File: src/rtl/gpio_bank_pkg.sv
package gpio_bank_pkg;
  // control register offset, low address bits within the upper half of the map
  typedef enum logic [2:0] {
    CR_DIR   = 3'd0,
    CR_LEVEL = 3'd1,
    CR_MASK  = 3'd2,
    CR_MPORT = 3'd3,
    CR_SET   = 3'd4,
    CR_CLR   = 3'd5,
    CR_FLIP  = 3'd6,
    CR_NONE  = 3'd7
  } ctrl_reg_e;

  localparam int unsigned MIN_PIN_AW = 4;
endpackage

File: src/rtl/gpio_bank_sync.sv
module gpio_bank_sync #(
  parameter int unsigned W = 32
) (
  input  logic         clk_i,
  input  logic         rst_ni,
  input  logic [W-1:0] d_i,
  output logic [W-1:0] q_o
);
  for (genvar i = 0; i < W; i++) begin : g_bit
    logic s1_q, s2_q;
    always_ff @(posedge clk_i or negedge rst_ni) begin
      if (!rst_ni) begin
        s1_q <= 1'b0;
        s2_q <= 1'b0;
      end else begin
        s1_q <= d_i[i];
        s2_q <= s1_q;
      end
    end
    assign q_o[i] = s2_q;
  end
endmodule

File: src/rtl/gpio_bank_dec.sv
module gpio_bank_dec
  import gpio_bank_pkg::*;
#(
  parameter int unsigned NPINS  = 32,
  parameter int unsigned PIN_AW = 5,
  parameter int unsigned ADDR_W = PIN_AW + 1
) (
  input  logic [ADDR_W-1:0] addr_i,
  output logic              pin_hit_o,
  output logic [PIN_AW-1:0] pin_idx_o,
  output ctrl_reg_e         ctrl_o
);
  logic upper;
  logic mid_zero;

  assign upper     = addr_i[ADDR_W-1];
  assign pin_idx_o = addr_i[PIN_AW-1:0];
  assign mid_zero  = (addr_i[ADDR_W-2:3] == '0);
  assign pin_hit_o = !upper && ({1'b0, pin_idx_o} < (PIN_AW+1)'(NPINS));

  always_comb begin
    ctrl_o = CR_NONE;
    if (upper && mid_zero) ctrl_o = ctrl_reg_e'(addr_i[2:0]);
  end
endmodule

File: src/rtl/gpio_bank_wr.sv
module gpio_bank_wr
  import gpio_bank_pkg::*;
#(
  parameter int unsigned NPINS  = 32,
  parameter int unsigned PIN_AW = 5
) (
  input  logic              wr_en_i,
  input  logic              pin_hit_i,
  input  logic [PIN_AW-1:0] pin_idx_i,
  input  ctrl_reg_e         ctrl_i,
  input  logic [NPINS-1:0]  wdata_i,
  input  logic [NPINS-1:0]  out_q_i,
  input  logic [NPINS-1:0]  dir_q_i,
  input  logic [NPINS-1:0]  mask_q_i,
  output logic [NPINS-1:0]  out_d_o,
  output logic [NPINS-1:0]  dir_d_o,
  output logic [NPINS-1:0]  mask_d_o
);
  always_comb begin
    out_d_o  = out_q_i;
    dir_d_o  = dir_q_i;
    mask_d_o = mask_q_i;
    if (wr_en_i) begin
      if (pin_hit_i) begin
        for (int i = 0; i < NPINS; i++)
          if (pin_idx_i == PIN_AW'(i)) out_d_o[i] = wdata_i[0];
      end else begin
        case (ctrl_i)
          CR_DIR:   dir_d_o  = wdata_i;
          CR_MASK:  mask_d_o = wdata_i;
          CR_MPORT: out_d_o  = (out_q_i & mask_q_i) | (wdata_i & ~mask_q_i);
          CR_SET:   out_d_o  = out_q_i | wdata_i;
          CR_CLR:   out_d_o  = out_q_i & ~wdata_i;
          CR_FLIP:  out_d_o  = out_q_i ^ wdata_i;
          default:  ;
        endcase
      end
    end
  end
endmodule

File: src/rtl/gpio_bank_rd.sv
module gpio_bank_rd
  import gpio_bank_pkg::*;
#(
  parameter int unsigned NPINS  = 32,
  parameter int unsigned DW     = 32,
  parameter int unsigned PIN_AW = 5
) (
  input  logic              pin_hit_i,
  input  logic [PIN_AW-1:0] pin_idx_i,
  input  ctrl_reg_e         ctrl_i,
  input  logic [NPINS-1:0]  lvl_i,
  input  logic [NPINS-1:0]  dir_i,
  input  logic [NPINS-1:0]  mask_i,
  output logic [DW-1:0]     rd_d_o
);
  always_comb begin
    rd_d_o = '0;
    if (pin_hit_i) begin
      for (int i = 0; i < NPINS; i++)
        if (pin_idx_i == PIN_AW'(i)) rd_d_o = DW'(lvl_i[i]);
    end else begin
      case (ctrl_i)
        CR_DIR:   rd_d_o = DW'(dir_i);
        CR_LEVEL: rd_d_o = DW'(lvl_i);
        CR_MASK:  rd_d_o = DW'(mask_i);
        CR_MPORT: rd_d_o = DW'(lvl_i & ~mask_i);
        default:  rd_d_o = '0;
      endcase
    end
  end
endmodule

File: src/rtl/gpio_bank.sv
module gpio_bank
  import gpio_bank_pkg::*;
#(
  parameter  int unsigned NPINS  = 32,
  parameter  int unsigned DW     = 32,
  localparam int unsigned PIN_AW = ($clog2(NPINS) > MIN_PIN_AW) ? $clog2(NPINS) : MIN_PIN_AW,
  localparam int unsigned ADDR_W = PIN_AW + 1
) (
  input  logic              clk_i,
  input  logic              rst_ni,
  input  logic              wr_en_i,
  input  logic              rd_en_i,
  input  logic [ADDR_W-1:0] addr_i,
  input  logic [DW-1:0]     wdata_i,
  output logic [DW-1:0]     rdata_o,
  input  logic [NPINS-1:0]  pad_in_i,
  output logic [NPINS-1:0]  pad_oe_o,
  output logic [NPINS-1:0]  pad_out_o
);
  logic              pin_hit;
  logic [PIN_AW-1:0] pin_idx;
  ctrl_reg_e         ctrl;
  logic [NPINS-1:0]  lvl;
  logic [NPINS-1:0]  out_q, out_d, dir_q, dir_d, mask_q, mask_d;
  logic [DW-1:0]     rd_d;

  gpio_bank_sync #(.W(NPINS)) u_sync (
    .clk_i (clk_i), .rst_ni (rst_ni), .d_i (pad_in_i), .q_o (lvl)
  );

  gpio_bank_dec #(.NPINS(NPINS), .PIN_AW(PIN_AW), .ADDR_W(ADDR_W)) u_dec (
    .addr_i (addr_i), .pin_hit_o (pin_hit), .pin_idx_o (pin_idx), .ctrl_o (ctrl)
  );

  gpio_bank_wr #(.NPINS(NPINS), .PIN_AW(PIN_AW)) u_wr (
    .wr_en_i   (wr_en_i),
    .pin_hit_i (pin_hit),
    .pin_idx_i (pin_idx),
    .ctrl_i    (ctrl),
    .wdata_i   (wdata_i[NPINS-1:0]),
    .out_q_i   (out_q),
    .dir_q_i   (dir_q),
    .mask_q_i  (mask_q),
    .out_d_o   (out_d),
    .dir_d_o   (dir_d),
    .mask_d_o  (mask_d)
  );

  gpio_bank_rd #(.NPINS(NPINS), .DW(DW), .PIN_AW(PIN_AW)) u_rd (
    .pin_hit_i (pin_hit),
    .pin_idx_i (pin_idx),
    .ctrl_i    (ctrl),
    .lvl_i     (lvl),
    .dir_i     (dir_q),
    .mask_i    (mask_q),
    .rd_d_o    (rd_d)
  );

  always_ff @(posedge clk_i or negedge rst_ni) begin
    if (!rst_ni) begin
      out_q   <= '0;
      dir_q   <= '0;
      mask_q  <= '0;
      rdata_o <= '0;
    end else begin
      out_q  <= out_d;
      dir_q  <= dir_d;
      mask_q <= mask_d;
      if (rd_en_i) rdata_o <= rd_d;
    end
  end

  assign pad_oe_o  = dir_q;
  assign pad_out_o = out_q;
endmodule

File: config.mk
export PLATFORM = sky130hd
export DESIGN_NAME = gpio_bank
export DESIGN_NICKNAME = d
export VERILOG_FILES = /design/src/rtl/gpio_bank_pkg.sv /design/src/rtl/gpio_bank_sync.sv /design/src/rtl/gpio_bank_dec.sv /design/src/rtl/gpio_bank_wr.sv /design/src/rtl/gpio_bank_rd.sv /design/src/rtl/gpio_bank.sv
export SDC_FILE = /design/constraint.sdc
export NUM_CORES = 1
export LEC_CHECK = 0
export ABC_AREA = 1
export BUFFER_PORTS_ARGS = -buffer_cell sky130_fd_sc_hd__buf_2
export CORE_MARGIN = 4
export CORE_UTILIZATION = 53
export CTS_BUF_LIST = sky130_fd_sc_hd__clkbuf_4 sky130_fd_sc_hd__clkbuf_8
export CTS_CLUSTER_DIAMETER = 200
export DETAILED_ROUTE_END_ITERATION = 6
export PLACE_DENSITY = 0.79
export SYNTH_ARGS = -nofsm -noshare
export SYNTH_HDL_FRONTEND = slang
export SYNTH_SLANG_ARGS = --single-unit
File: constraint.sdc
create_clock -name clk_i -period 1.8 [get_ports clk_i]
set_input_delay 0.36 -clock clk_i [delete_from_list [all_inputs] [get_ports clk_i]]
set_output_delay 0.36 -clock clk_i [all_outputs]
set_load 0.03 [all_outputs]
==> results.json <==
{
  "drive_gt1_frac": 0.264,
  "dp_hpwl_um": 21800,
  "hold_violations": 0,
  "drv_slew": 0,
  "num_antenna_cells": 0,
  "powerDensity_mw_per_mm2": 812,
  "setup_viol_count_final": 1,
  "layout_commonest_cell": "dfrtp_1",
  "finalCriticalPeriod_ns": 2.26,
  "timing.final.crit_share": 1.25,
  "final.setup.worst_slack_ns": -0.457,
  "nFillCells": 1434,
  "yosysTopAreaCell": "dfrtp_1",
  "cts-root-buf": "clkbuf_8",
  "leakagePower_nw": 6.29,
  "cts_made_buffers": 17,
  "worstSetupPathType": "register to register",
  "grt_pass1_vias": 9368,
  "area_growth_pct": 30.3,
  "ir_worst_vdd_uv": 679,
  "crit_arrival_ns": 2.63,
  "stdcell_area_mm2": 0.0127,
  "violations": "setup timing",
  "gp_congestion": 0.954,
  "clk_pin_slew_ns": 0.10,
  "syn_area_mm2": 0.00973,
  "hp-class": "primary input to register",
  "fin_nets": 1543,
  "rsz0062_at_grt": "true",
  "synth_warnings": 0,
  "clockBufferDepth": 2,
  "drt_wl_total_um": 31200,
  "antenna_found_initial": 1,
  "grt_usage": 0.310,
  "worst-endpoint-required_ns": 2.17,
  "fp-row-count": 49,
  "fmax_mhz": 443,
  "cts_tree": "yes",
  "synth.distinct_cells": 35,
  "io_buffers": 169,
  "synth.top_cell.area_share": 0.494,
  "die_area_mm2": 0.0206,
  "num_vias": 9457,
  "antenna_left": 0,
  "syn_inst": 1122,
  "clock-skew-final_ns": 0.0157,
  "grt_pass1_wl_um": 49500,
  "max-cap-violations": 0,
  "initialDrtViolationCount": 926,
  "routedWlPerCell_um": 18.9,
  "core_area_mm2": 0.0180,
  "ys_ff_latch": 192,
  "critPathLaunchType": "register",
  "start_util": 0.540,
  "grt_start_max_net_pins": 72,
  "syn_nets": 1260,
  "vias_per_cell": 5.74,
  "remaining_drc_errors": 0,
  "slew_headroom": 0.698,
  "dpl_cell_area_mm2": 0.0117,
  "io_pins": 170,
  "grt_overflow_total": 0,
  "clk_latency_ns": 0.50,
  "cp_max_fo": 2,
  "seq_area_frac_synth": 0.494,
  "postSynthAreaPerCell_um2": 8.67,
  "die_y_um": 143,
  "fin_cells": 1647,
  "cp-end-kind": "register",
  "h-tree-depth": 4,
  "max_slew.worst_pin.slew_ns": 0.442,
  "dr.pass1.iters": 6,
  "synthTopCellsByArea": "dfrtp_1, ha_1, o21ai_0",
  "clock_sinks": 192,
  "final_cell_mix": "dfrtp_1, nand2_1, buf_2",
  "dp.cells": 1571,
  "status": "complete, but fails checks",
  "die_width_um": 143
}
## worst paths after layout
kind,end,cells past startpoint,start,slack [ns]
min in group asynchronous,rdata_o[16],2,rst_ni,0.28
max in group asynchronous,mask_q[6],3,rst_ni,0.88
min,rdata_o[0],3,rd_en_i,0.16
max,rdata_o[0],18,u_sync.g_bit[0].s2_q,-0.46
max reg2reg,rdata_o[0],18,u_sync.g_bit[0].s2_q,-0.46
min reg2reg,u_sync.g_bit[10].s2_q,0,u_sync.g_bit[10].s1_q,0.35
## stage by stage
| stage | setup TNS, ns | util | worst slack (ns) | hold slack [ns] | total power [mW] |
|---|---|---|---|---|---|
| finish | -0.457 | 0.703 | -0.457 | 0.158 | 10.3 |
| global route | -1.17 | 0.703 | -0.745 | 0.173 | 10.8 |
| CTS | -0.408 | 0.688 | -0.408 | 0.143 | 10.2 |
| detailed placement | -54.87 | 0.647 | -0.681 | 0.240 | 7.38 |
| global placement | -52.33 | 0.647 | -0.665 | 0.243 | 7.28 |
| floorplan | -0.147 | - | -0.104 | 0.0644 | 6.44 |
## area by class of cell
| class | instances | area, um^2 | area share |
|---|---|---|---|
| multi-input cells | 741 | 4350 | 0.343 |
| repair buffers | 322 | 2340 | 0.184 |
| flip-flops and latches | 192 | 4800 | 0.379 |
| clock buffers | 24 | 305 | 0.0241 |
| well taps | 229 | 287 | 0.0226 |
| clock inverters | 8 | 81.3 | 0.00642 |
| inverters | 131 | 508 | 0.0401 |
## cell families (layout without fill, tap and decap cells)
logic type	after synthesis	count (layout)	synth area share
AND/OR/NAND/NOR	366	366	0.154
AO/OA/AOI/OAI	311	311	0.193
adder cells (fa/ha/maj)	64	64	0.0823
flip-flops	192	192	0.494
buffers and inverters	189	485	0.0759
## Yosys cell counts (all sizes together)
cell,instances
clkbuf,42
a211oi,4
o211ai,20
inv,128
o221ai,4
nand2,197
a221o,3
buf,16
ha,64
nor3,23
o31ai,5
a22oi,2
a22o,3
a31oi,5
a21o,3
nand4,9
o2111ai,2
o311ai,2
nand3,25
dfrtp,192
a221oi,45
clkinv,3
o21ai,158
a2111oi,1
o22ai,4
nor2,112
a21oi,50
## critical path: stages (launching register included)
cell	delay, ns
dfrtp_1	0.42
nand4_1	0.11
nand3_1	0.08
nor2_1	0.12
nand4_1	0.10
nand2_1	0.08
nand4_1	0.09
nor2_1	0.11
nand4_1	0.08
nor2_1	0.10
nand4_1	0.08
nor2_1	0.13
nand4_1	0.11
nor2_1	0.11
nand4_1	0.12
nor2_1	0.11
nand3_1	0.08
nand2_1	0.06
a21oi_1	0.05
## timing repair
action                     CTS  global route
hold buffers                33             0
pin swaps                    0            10
buffers inserted             1            10
setup endpoints to repair   20            80
hold endpoints to repair    75             0
resized for setup            3            57
## report_power, final
part	internal, mW	switching [mW]	leakage, nW
clock	1.27	1.56	0.197
combinational	0.817	1.54	3.69
sequential	4.73	0.381	2.41
total	6.81	3.48	6.29
## per-layer routing
layer / vias up / track usage / wire length [um]
li1: 4364 / - / -
met1: 4470 / 0.417 / 12400
met2: 519 / 0.500 / 14800
met3: 102 / 0.0632 / 2900
met4: 2 / 0.117 / 1080
met5: - / 0 / 7
No activity file was read; power rests on OpenSTA's default activity.
